<file path="config.mk">
export PLATFORM = sky130hd
export DESIGN_NAME = cdma_chain_ctrl
export DESIGN_NICKNAME = d
export VERILOG_FILES = /design/src/rtl/cdma_pkg.sv /design/src/rtl/cdma_desc_asm.sv /design/src/rtl/cdma_perf_ctr.sv /design/src/rtl/cdma_chain_seq.sv /design/src/rtl/cdma_chain_ctrl.sv
export SDC_FILE = /design/constraint.sdc
export NUM_CORES = 1
export LEC_CHECK = 0
export CAP_MARGIN = 20
export CORE_ASPECT_RATIO = 0.8
export CORE_MARGIN = 3
export CORE_UTILIZATION = 53
export CTS_BUF_LIST = sky130_fd_sc_hd__clkbuf_8
export DETAILED_ROUTE_END_ITERATION = 10
export PLACE_DENSITY = 0.95
export SLEW_MARGIN = 25
export SYNTH_ARGS = -nofsm -noshare
export SYNTH_HDL_FRONTEND = slang
export SYNTH_HIERARCHICAL = 1
export SYNTH_SLANG_ARGS = --single-unit
</file>
<file path="constraint.sdc">
create_clock -name clk -period 4.8 [get_ports clk]
set_input_delay 0.48 -clock clk [delete_from_list [all_inputs] [get_ports clk]]
set_output_delay 0.48 -clock clk [all_outputs]
set_load 0.01 [all_outputs]
</file>
<file path="src/rtl/cdma_pkg.sv">
package cdma_pkg;

    localparam int DW          = 32;
    localparam int LEN_W       = DW - 1;
    localparam int IRQ_BIT     = DW - 1;
    localparam int DESC_WORDS  = 4;
    localparam int DESC_USED   = 3;
    localparam int BEAT_W      = $clog2(DESC_WORDS);
    localparam int DESC_SHIFT  = $clog2(DESC_WORDS * DW / 8);

    typedef enum logic [2:0] {
        SQ_IDLE  = 3'd0,
        SQ_FETCH = 3'd1,
        SQ_WAIT  = 3'd2,
        SQ_SHOW  = 3'd3,
        SQ_RUN   = 3'd4
    } seq_state_e;

    typedef struct packed {
        logic              irq;
        logic [LEN_W-1:0]  len;
        logic [DW-1:0]     src;
        logic [DW-1:0]     dst;
    } desc_t;

    function automatic desc_t desc_unpack(input logic [DW-1:0] w_ctl,
                                          input logic [DW-1:0] w_src,
                                          input logic [DW-1:0] w_dst);
        desc_t d;
        d.irq = w_ctl[IRQ_BIT];
        d.len = w_ctl[LEN_W-1:0];
        d.src = w_src;
        d.dst = w_dst;
        return d;
    endfunction

    function automatic logic [DW-1:0] desc_addr(input logic [DW-1:0] base,
                                                 input logic [DW-1:0] idx);
        return base + (idx << DESC_SHIFT);
    endfunction

    function automatic logic [DW-1:0] align_base(input logic [DW-1:0] raw);
        return {raw[DW-1:DESC_SHIFT], {DESC_SHIFT{1'b0}}};
    endfunction

endpackage

</file>
<file path="src/rtl/cdma_desc_asm.sv">
module cdma_desc_asm
    import cdma_pkg::*;
(
    input  logic          clk,
    input  logic          rst,
    input  logic          en,
    input  logic          rsp_valid,
    input  logic [DW-1:0] rsp_data,
    output logic          full,
    output desc_t         desc
);
    logic [BEAT_W-1:0] beat_q;
    logic [DW-1:0]     word_q [DESC_USED];
    logic              take;

    assign take = en && rsp_valid;

    always_ff @(posedge clk) begin
        if (rst) begin
            beat_q <= '0;
            full   <= 1'b0;
        end else begin
            full <= take && (beat_q == BEAT_W'(DESC_WORDS - 1));
            if (take) beat_q <= beat_q + 1'b1;
        end
    end

    for (genvar w = 0; w < DESC_USED; w++) begin : g_word
        always_ff @(posedge clk) begin
            if (rst)
                word_q[w] <= '0;
            else if (take && beat_q == BEAT_W'(w))
                word_q[w] <= rsp_data;
        end
    end

    assign desc = desc_unpack(word_q[0], word_q[1], word_q[2]);
endmodule

</file>
<file path="src/rtl/cdma_perf_ctr.sv">
module cdma_perf_ctr #(
    parameter int PERF_W = 32
) (
    input  logic              clk,
    input  logic              rst,
    input  logic              start,
    input  logic              stop,
    output logic [PERF_W-1:0] count
);
    logic run_q;

    always_ff @(posedge clk) begin
        if (rst) begin
            run_q <= 1'b0;
            count <= '0;
        end else if (start) begin
            run_q <= 1'b1;
            count <= '0;
        end else if (run_q) begin
            count <= count + 1'b1;
            if (stop) run_q <= 1'b0;
        end
    end
endmodule

</file>
<file path="src/rtl/cdma_chain_seq.sv">
module cdma_chain_seq
    import cdma_pkg::*;
#(
    parameter int CNT_W = 8
) (
    input  logic             clk,
    input  logic             rst,
    input  logic             hdr_wr,
    input  logic [CNT_W-1:0] hdr_count,
    input  logic [DW-1:0]    hdr_base,
    input  logic             req_ready,
    input  logic             asm_full,
    input  logic             desc_ready,
    input  logic             desc_irq,
    input  logic             xfer_done,
    output logic             req_valid,
    output logic [DW-1:0]    req_addr,
    output logic             asm_en,
    output logic             desc_valid,
    output logic             chain_idle,
    output logic             start,
    output logic             finish,
    output logic             hdr_err,
    output logic             irq_pulse
);
    seq_state_e       st_q;
    logic [DW-1:0]    base_q;
    logic [CNT_W-1:0] cnt_q;
    logic [CNT_W-1:0] idx_q;
    logic             last;
    logic             done_ok;

    assign chain_idle = (st_q == SQ_IDLE);
    assign req_valid  = (st_q == SQ_FETCH);
    assign asm_en     = (st_q == SQ_WAIT);
    assign desc_valid = (st_q == SQ_SHOW);
    assign req_addr   = desc_addr(base_q, DW'(idx_q));
    assign last       = (idx_q == cnt_q - 1'b1);
    assign done_ok    = (st_q == SQ_RUN) && xfer_done;
    assign start      = hdr_wr && chain_idle && (hdr_count != '0);
    assign finish     = done_ok && last;

    always_ff @(posedge clk) begin
        if (rst) begin
            st_q      <= SQ_IDLE;
            base_q    <= '0;
            cnt_q     <= '0;
            idx_q     <= '0;
            hdr_err   <= 1'b0;
            irq_pulse <= 1'b0;
        end else begin
            irq_pulse <= done_ok && desc_irq;
            if (hdr_wr && !chain_idle) hdr_err <= 1'b1;
            else if (start)            hdr_err <= 1'b0;
            case (st_q)
                SQ_IDLE: if (start) begin
                    base_q <= align_base(hdr_base);
                    cnt_q  <= hdr_count;
                    idx_q  <= '0;
                    st_q   <= SQ_FETCH;
                end
                SQ_FETCH: if (req_ready)  st_q <= SQ_WAIT;
                SQ_WAIT:  if (asm_full)   st_q <= SQ_SHOW;
                SQ_SHOW:  if (desc_ready) st_q <= SQ_RUN;
                SQ_RUN: if (xfer_done) begin
                    if (last) st_q <= SQ_IDLE;
                    else begin
                        idx_q <= idx_q + 1'b1;
                        st_q  <= SQ_FETCH;
                    end
                end
                default: st_q <= SQ_IDLE;
            endcase
        end
    end
endmodule

</file>
<file path="src/rtl/cdma_chain_ctrl.sv">
module cdma_chain_ctrl #(
    parameter int CNT_W  = 8,
    parameter int PERF_W = 32
) (
    input  logic                       clk,
    input  logic                       rst,
    input  logic                       hdr_wr,
    input  logic [CNT_W-1:0]           hdr_count,
    input  logic [31:0]                hdr_base,
    output logic                       req_valid,
    input  logic                       req_ready,
    output logic [31:0]                req_addr,
    input  logic                       rsp_valid,
    input  logic [31:0]                rsp_data,
    output logic                       desc_valid,
    input  logic                       desc_ready,
    output logic [cdma_pkg::LEN_W-1:0] desc_len,
    output logic [31:0]                desc_src,
    output logic [31:0]                desc_dst,
    output logic                       desc_irq,
    input  logic                       xfer_done,
    output logic                       chain_idle,
    output logic                       hdr_err,
    output logic                       irq_pulse,
    output logic [PERF_W-1:0]          perf_count
);
    import cdma_pkg::*;

    desc_t desc;
    logic  asm_en;
    logic  asm_full;
    logic  start;
    logic  finish;

    cdma_desc_asm asm_i (
        .clk       (clk),
        .rst       (rst),
        .en        (asm_en),
        .rsp_valid (rsp_valid),
        .rsp_data  (rsp_data),
        .full      (asm_full),
        .desc      (desc)
    );

    cdma_chain_seq #(.CNT_W(CNT_W)) seq_i (
        .clk        (clk),
        .rst        (rst),
        .hdr_wr     (hdr_wr),
        .hdr_count  (hdr_count),
        .hdr_base   (hdr_base),
        .req_ready  (req_ready),
        .asm_full   (asm_full),
        .desc_ready (desc_ready),
        .desc_irq   (desc.irq),
        .xfer_done  (xfer_done),
        .req_valid  (req_valid),
        .req_addr   (req_addr),
        .asm_en     (asm_en),
        .desc_valid (desc_valid),
        .chain_idle (chain_idle),
        .start      (start),
        .finish     (finish),
        .hdr_err    (hdr_err),
        .irq_pulse  (irq_pulse)
    );

    cdma_perf_ctr #(.PERF_W(PERF_W)) perf_i (
        .clk   (clk),
        .rst   (rst),
        .start (start),
        .stop  (finish),
        .count (perf_count)
    );

    assign desc_len = desc.len;
    assign desc_src = desc.src;
    assign desc_dst = desc.dst;
    assign desc_irq = desc.irq;
endmodule

</file>
* After elaboration in Yosys (flattened, before gate mapping)
Memories as Yosys holds them, arrays and structs flattened.
Index checks and enable logic that the tools add are counted.
** Word-level totals
- Memory bits (writable) :: 96
- Output and inout bits :: 165
- Register bits after elaboration :: 85
- Memories :: 1
** Memory list
- asm_i.word_q :: words 3, bits a word 32, rd ports 3, clocked after Yosys merged registers in 0, write ports 3, RTL line cdma_desc_asm.sv:13 : logic [DW-1:0] word_q [DESC_USED];
** Cells by class
- Eq/ne operators :: 14
- Reductions and logical operators :: 21
- $add $sub $neg :: 5
- Mux-type cells :: 30
- Bitwise gates (word level) :: 3
** Operator list (number)
- 2-to-1 mux 32 bit :: 3
- adder 32 x 1 -> 32 bit, second input constant :: 1
- adder 32 x 12 -> 32 bit :: 1
- 2-to-1 mux 8 bit :: 3
- 2-to-1 mux 1 bit :: 17
- case mux 8 bit (2 select lines) :: 1
- 2-to-1 mux 3 bit :: 5
- case mux 3 bit (5 select lines) :: 1
- logical AND 1 bit :: 11
- adder 8 x 1 -> 8 bit, second input constant :: 1
- == test 8 bit :: 1
- nonzero test 8 bit :: 1
- subtractor 8 x 1 -> 8 bit, second input constant :: 1
- == test 3 x 2 -> 1 bit, second input constant :: 2
- != test 2 x 1 -> 1 bit, second input constant :: 3
- != test 2 bit, second input constant :: 3
- AND reduction 5 bit :: 1
- == test 2 bit, second input constant :: 2
- AND reduction 4 bit :: 1
- nonzero test 2 bit :: 2
- == test 3 x 1 -> 1 bit, second input constant :: 1
- == test 3 bit, second input constant :: 1
- zero test 3 bit :: 1
- OR 1 bit :: 3
- 6 further kinds :: 6

* Depth between registers and ports, before layout
Gate-level depths: netlist (run 1).
- Depth in word-level cells :: 7
- Gate-level depth with buffers :: 11
- Gate-level depth less buffers :: 10

* Hierarchy
The synthesis (run 1) kept the hierarchy.
** By module, submodules not included
- cdma_desc_asm :: instances 1, sequential area each 2942.8 µm², cells each 225, area an instance 3821.2 µm²
- cdma_chain_seq :: instances 1, sequential area each 980.9 µm², cells each 386, area an instance 2987.9 µm²
- cdma_perf_ctr :: instances 1, sequential area each 660.6 µm², cells each 181, area an instance 1614.0 µm²

* Worst setup path before layout (run 1)
No wires, ideal clock.
- Kind :: flip-flop to output port
- Start point :: reg seq_i.idx_q[0]
- End point :: out req_addr[22]
- Arrival :: 2.212 ns
- Data required time :: 4.320 ns
- Path buffers :: 0
- Cell stages (with the launch flop) :: 10
- Path slack :: 2.108 ns
- Cell sequence :: dfxtp_1 ha_1 inv_1 fa_1 nor2b_1 o21ai_0 a21boi_0 o21bai_2 nor4_1 xor2_1
** On the way
- Cells in the longest elaborated chain, start to end :: 1
** RTL lines
- start, declared :: RTL line cdma_chain_seq.sv:29 : logic [CNT_W-1:0] idx_q;
- start signal, assigned :: RTL line cdma_chain_seq.sv:68 : idx_q <= idx_q + 1'b1;
- adder 32 x 12 -> 32 bit :: RTL line cdma_pkg.sv:39 : return base + (idx << DESC_SHIFT);
- end, declared :: RTL line cdma_chain_ctrl.sv:12 : output logic [31:0] req_addr,
No other way between the ends.

* Worst setup path in the final report (run 1)
- Start point :: reg seq_i.idx_q[0]
- End point :: out req_addr[26]
The elaborated chain is that of the path after synthesis.

==> flow_summary_export.csv, run 1 <==
group,metric,value,unit
worst_hold_path,min_path_type,"reg2reg",
route,viasPerCell,5.51,
cells_and_area,final_common_cell,"clkdlybuf4s50_1",
critical_path,critPathRequiredTime,4320,ps
cells_and_area,final_nets,1103,
floorplan,rows,40,
sta,finalHoldViolCount,0,
sta,skew,22.9,ps
sta,max_slew.worst_pin.slew,841,ps
grt,grt_pass1_vias,6690,
synthesis,seq_area_frac_synth,54.4,%
critical_path,path_max_fanout,10,
sta,slew_headroom,44.0,%
critical_path,worstReg2RegStart,"seq_i/st_q[2]",
route,ant_nets,0,
cells_and_area,area.growth.synth_to_final,32.7,%
route,wire_per_inst,18.4,um
cells_and_area,fill_cells,1055,
critical_path,crit_family,"compound AO/OA/AOI/OAI gates",
synthesis,synth_edf_count,96,
cells_and_area,drive_above_1_share,5.78,%
placed_design,gp_congestion,0.845,
synthesis,syn_inst,792,
route,wirelength,22700,um
clock_tree,htreeDepth,4,
synthesis,syn-cell-area,8420,um^2
floorplan,die_w,147,um
clock_tree,cts_setup_buffers,0,
critical_path,cpPeakStageDelay,580,ps
clock_tree,cts_tree,"built",
route,dr_total_vias,6783,
clock_tree,path_clk_slew,110,ps
clock_tree,clkSinkCount,181,
floorplan,io_pins,244,
grt,grt_pass1_wl,35800,um
grt,grt_max_degree,46,
sta,finalCritPeriodShare,86.7,%
critical_path,worstPathArrival,3680,ps
clock_tree,ctsHoldBuffers,0,
critical_path,critPathBufInv,2,
critical_path,worstSetupStartpointType,"flop",
sta,maxSlewViolCount,0,
placed_design,hpwl,16100,um
synthesis,avgSynthCellArea,10.6,um^2
worst_hold_path,worstHoldStart,"seq_i/base_q[11]",
status,status,"completed",
synthesis,async_flop_share,0,%
route,first_pass_iters,5,
placed_design,dp.cells,1199,
cells_and_area,final-instance-count-excl-fill,1232,
clock_tree,ctsResizeCount,0,
critical_path,setup.worst_path.end_class,"primary output",
clock_tree,cts-root-buf,"clkbuf_8",
sta,fmax,0.240,GHz
sta,min_period,4160,ps
cells_and_area,final_cell_mix,"clkdlybuf4s50_1, nand2_1, and2_1",
clock_tree,max-clock-path-buffers,2,
critical_path,crit_type,"reg2out",
grt,antenna_found_initial,1,
route,drt-initial-drc-count,561,
clock_tree,cts_buffers,17,
grt,track_usage,25.8,%
power,power.leakage,4.13,nW
power,p_per_area,353,nW/um^2
grt,grt-ovfl-total,0,
critical_path,crit_chain,"ha_1 -> inv_1 -> fa_1 -> nor2b_1 -> o21ai_0 -> a21boi_0 -> o21bai_2 -> nor4_1 -> xor2_1 -> clkdlybuf4s50_1",
floorplan,die_area,17500,um^2
power,ir_drop,0.286,mV
route,drc,0,
floorplan,core-area,15300,um^2
floorplan,initial_core_util,55.2,%
floorplan,die_h,119,um
sta,rsz0062_at_grt,"false",
placed_design,io_buffers,235,
synthesis,synth-seq-cells,181,
critical_path,cp-startpoint,"seq_i/idx_q[0]",
synthesis,yosysWarnings,6,
critical_path,slowest_stage,"clkdlybuf4s50_1",
synthesis,synth_ff_type,"edfxtp_1",
flow_run,cap_violations,0,
synthesis,synth_cell_types,68,
clock_tree,insertion_delay,460,ps
sta,finalSetupTns,0,ps
sta,finalSetupViolations,0,
-- cell usage after synthesis, types with 14 or more instances --
master | n | area share [%]
inv_1 | 17 | 0.76
nor2_1 | 34 | 1.5
o31ai_1 | 14 | 1.2
or4_1 | 14 | 1.2
ha_1 | 15 | 2.2
clkbuf_1 | 14 | 0.62
xor2_1 | 26 | 2.7
nand3_1 | 19 | 1.1
edfxtp_1 | 96 | 34
and2_1 | 100 | 7.4
dfxtp_1 | 85 | 20
nand2_1 | 103 | 4.6
a21oi_1 | 63 | 3.7
xnor2_1 | 23 | 2.4
nand4_1 | 16 | 1.2
-- metal layers --
metal / vias up / GRT usage (%) / wire [um]
met1: 3253 / 33.2 / 9200
li1: 3215 / - / -
met4: 0 / 8.38 / 547
met5: - / 0 / 0
met3: 38 / 6.55 / 1720
met2: 277 / 43.0 / 11200
-- where the power goes --
group / internal, mW / switching (mW)
clock: 0.445 / 0.625
sequential: 1.77 / 0.123
combinational: 0.458 / 0.523
total: 2.68 / 1.27
-- worst reg2reg max path: stages (launching register included) --
cell,delay (ps)
dfxtp_1,430
or4b_1,550
a21o_1,180
inv_2,550
or2_2,650
nor2_1,80
mux2_2,270
-- area by class of cell --
class / count / area (um^2) / share of cell area, %
sequential: 181 / 4580 / 41.0
multi-input combinational: 552 / 3480 / 31.1
clock inverter: 15 / 178 / 1.59
inverter: 18 / 67.6 / 0.604
clock buffer: 17 / 234 / 2.09
timing repair buffer: 238 / 2370 / 21.2
tap: 210 / 263 / 2.35
antenna: 1 / 2.50 / 0.0224
-- logic make-up (layout without fill, tap and decap cells) --
group	count (synthesis)	after routing	share of synthesized area, %
simple gates	362	362	24.2
flops	181	181	54.4
compound gates	108	108	7.75
buf+inv	62	288	4.40
xor+xnor	49	49	5.10
fa+ha+maj	16	16	2.47
mux	13	13	1.59
other cells	1	5	0.0445
-- final timing paths --
| path | end | slack [ps] | cells after the start |
|---|---|---|---|
| min reg2reg | seq_i/base_q[11] | 470 | 2 |
| max | req_addr[26] | 640 | 10 |
| max reg2reg | perf_i/count[16] | 1970 | 6 |
| min | seq_i/base_q[11] | 470 | 2 |
-- registers in the layout, summed over array words and instances, names as in the netlist --
signal and count:
asm_i/beat_q 2, seq_i/irq_pulse 1, seq_i/base_q 28, perf_i/run_q 1
seq_i/hdr_err 1, perf_i/count 32, seq_i/st_q 3, asm_i/full 1
seq_i/idx_q 8, asm_i/word_q 96, seq_i/cnt_q 8
-- through the flow --
stage	util, %	hold slack [ps]	power [mW]	worst slack [ps]	instance area, um^2
2_1_floorplan	-	441	2.49	2110	8430
3_3_place_gp	70.5	446	2.86	1280	10800
3_5_place_dp	70.5	453	2.91	1190	10800
4_1_cts	73.2	443	3.96	619	11200
5_1_grt	73.2	480	4.13	314	11200
6_report	73.2	469	3.95	638	11200
Note: power is estimated with default switching activity, not from simulation.
==> inputs of run 2 (changes only) <==
Settings changed: CTS_CLUSTER_DIAMETER set to 200, SKIP_LAST_GASP set to 1.
==> results of run 2 <==
No change in the layout: final DEF, timing and power equal those of run 1.
==> inputs of run 3 (changes only) <==
Settings changed: CTS_CLUSTER_SIZE set to 16.
==> results of run 3 <==
No change in the layout: final DEF, timing and power equal those of run 1.
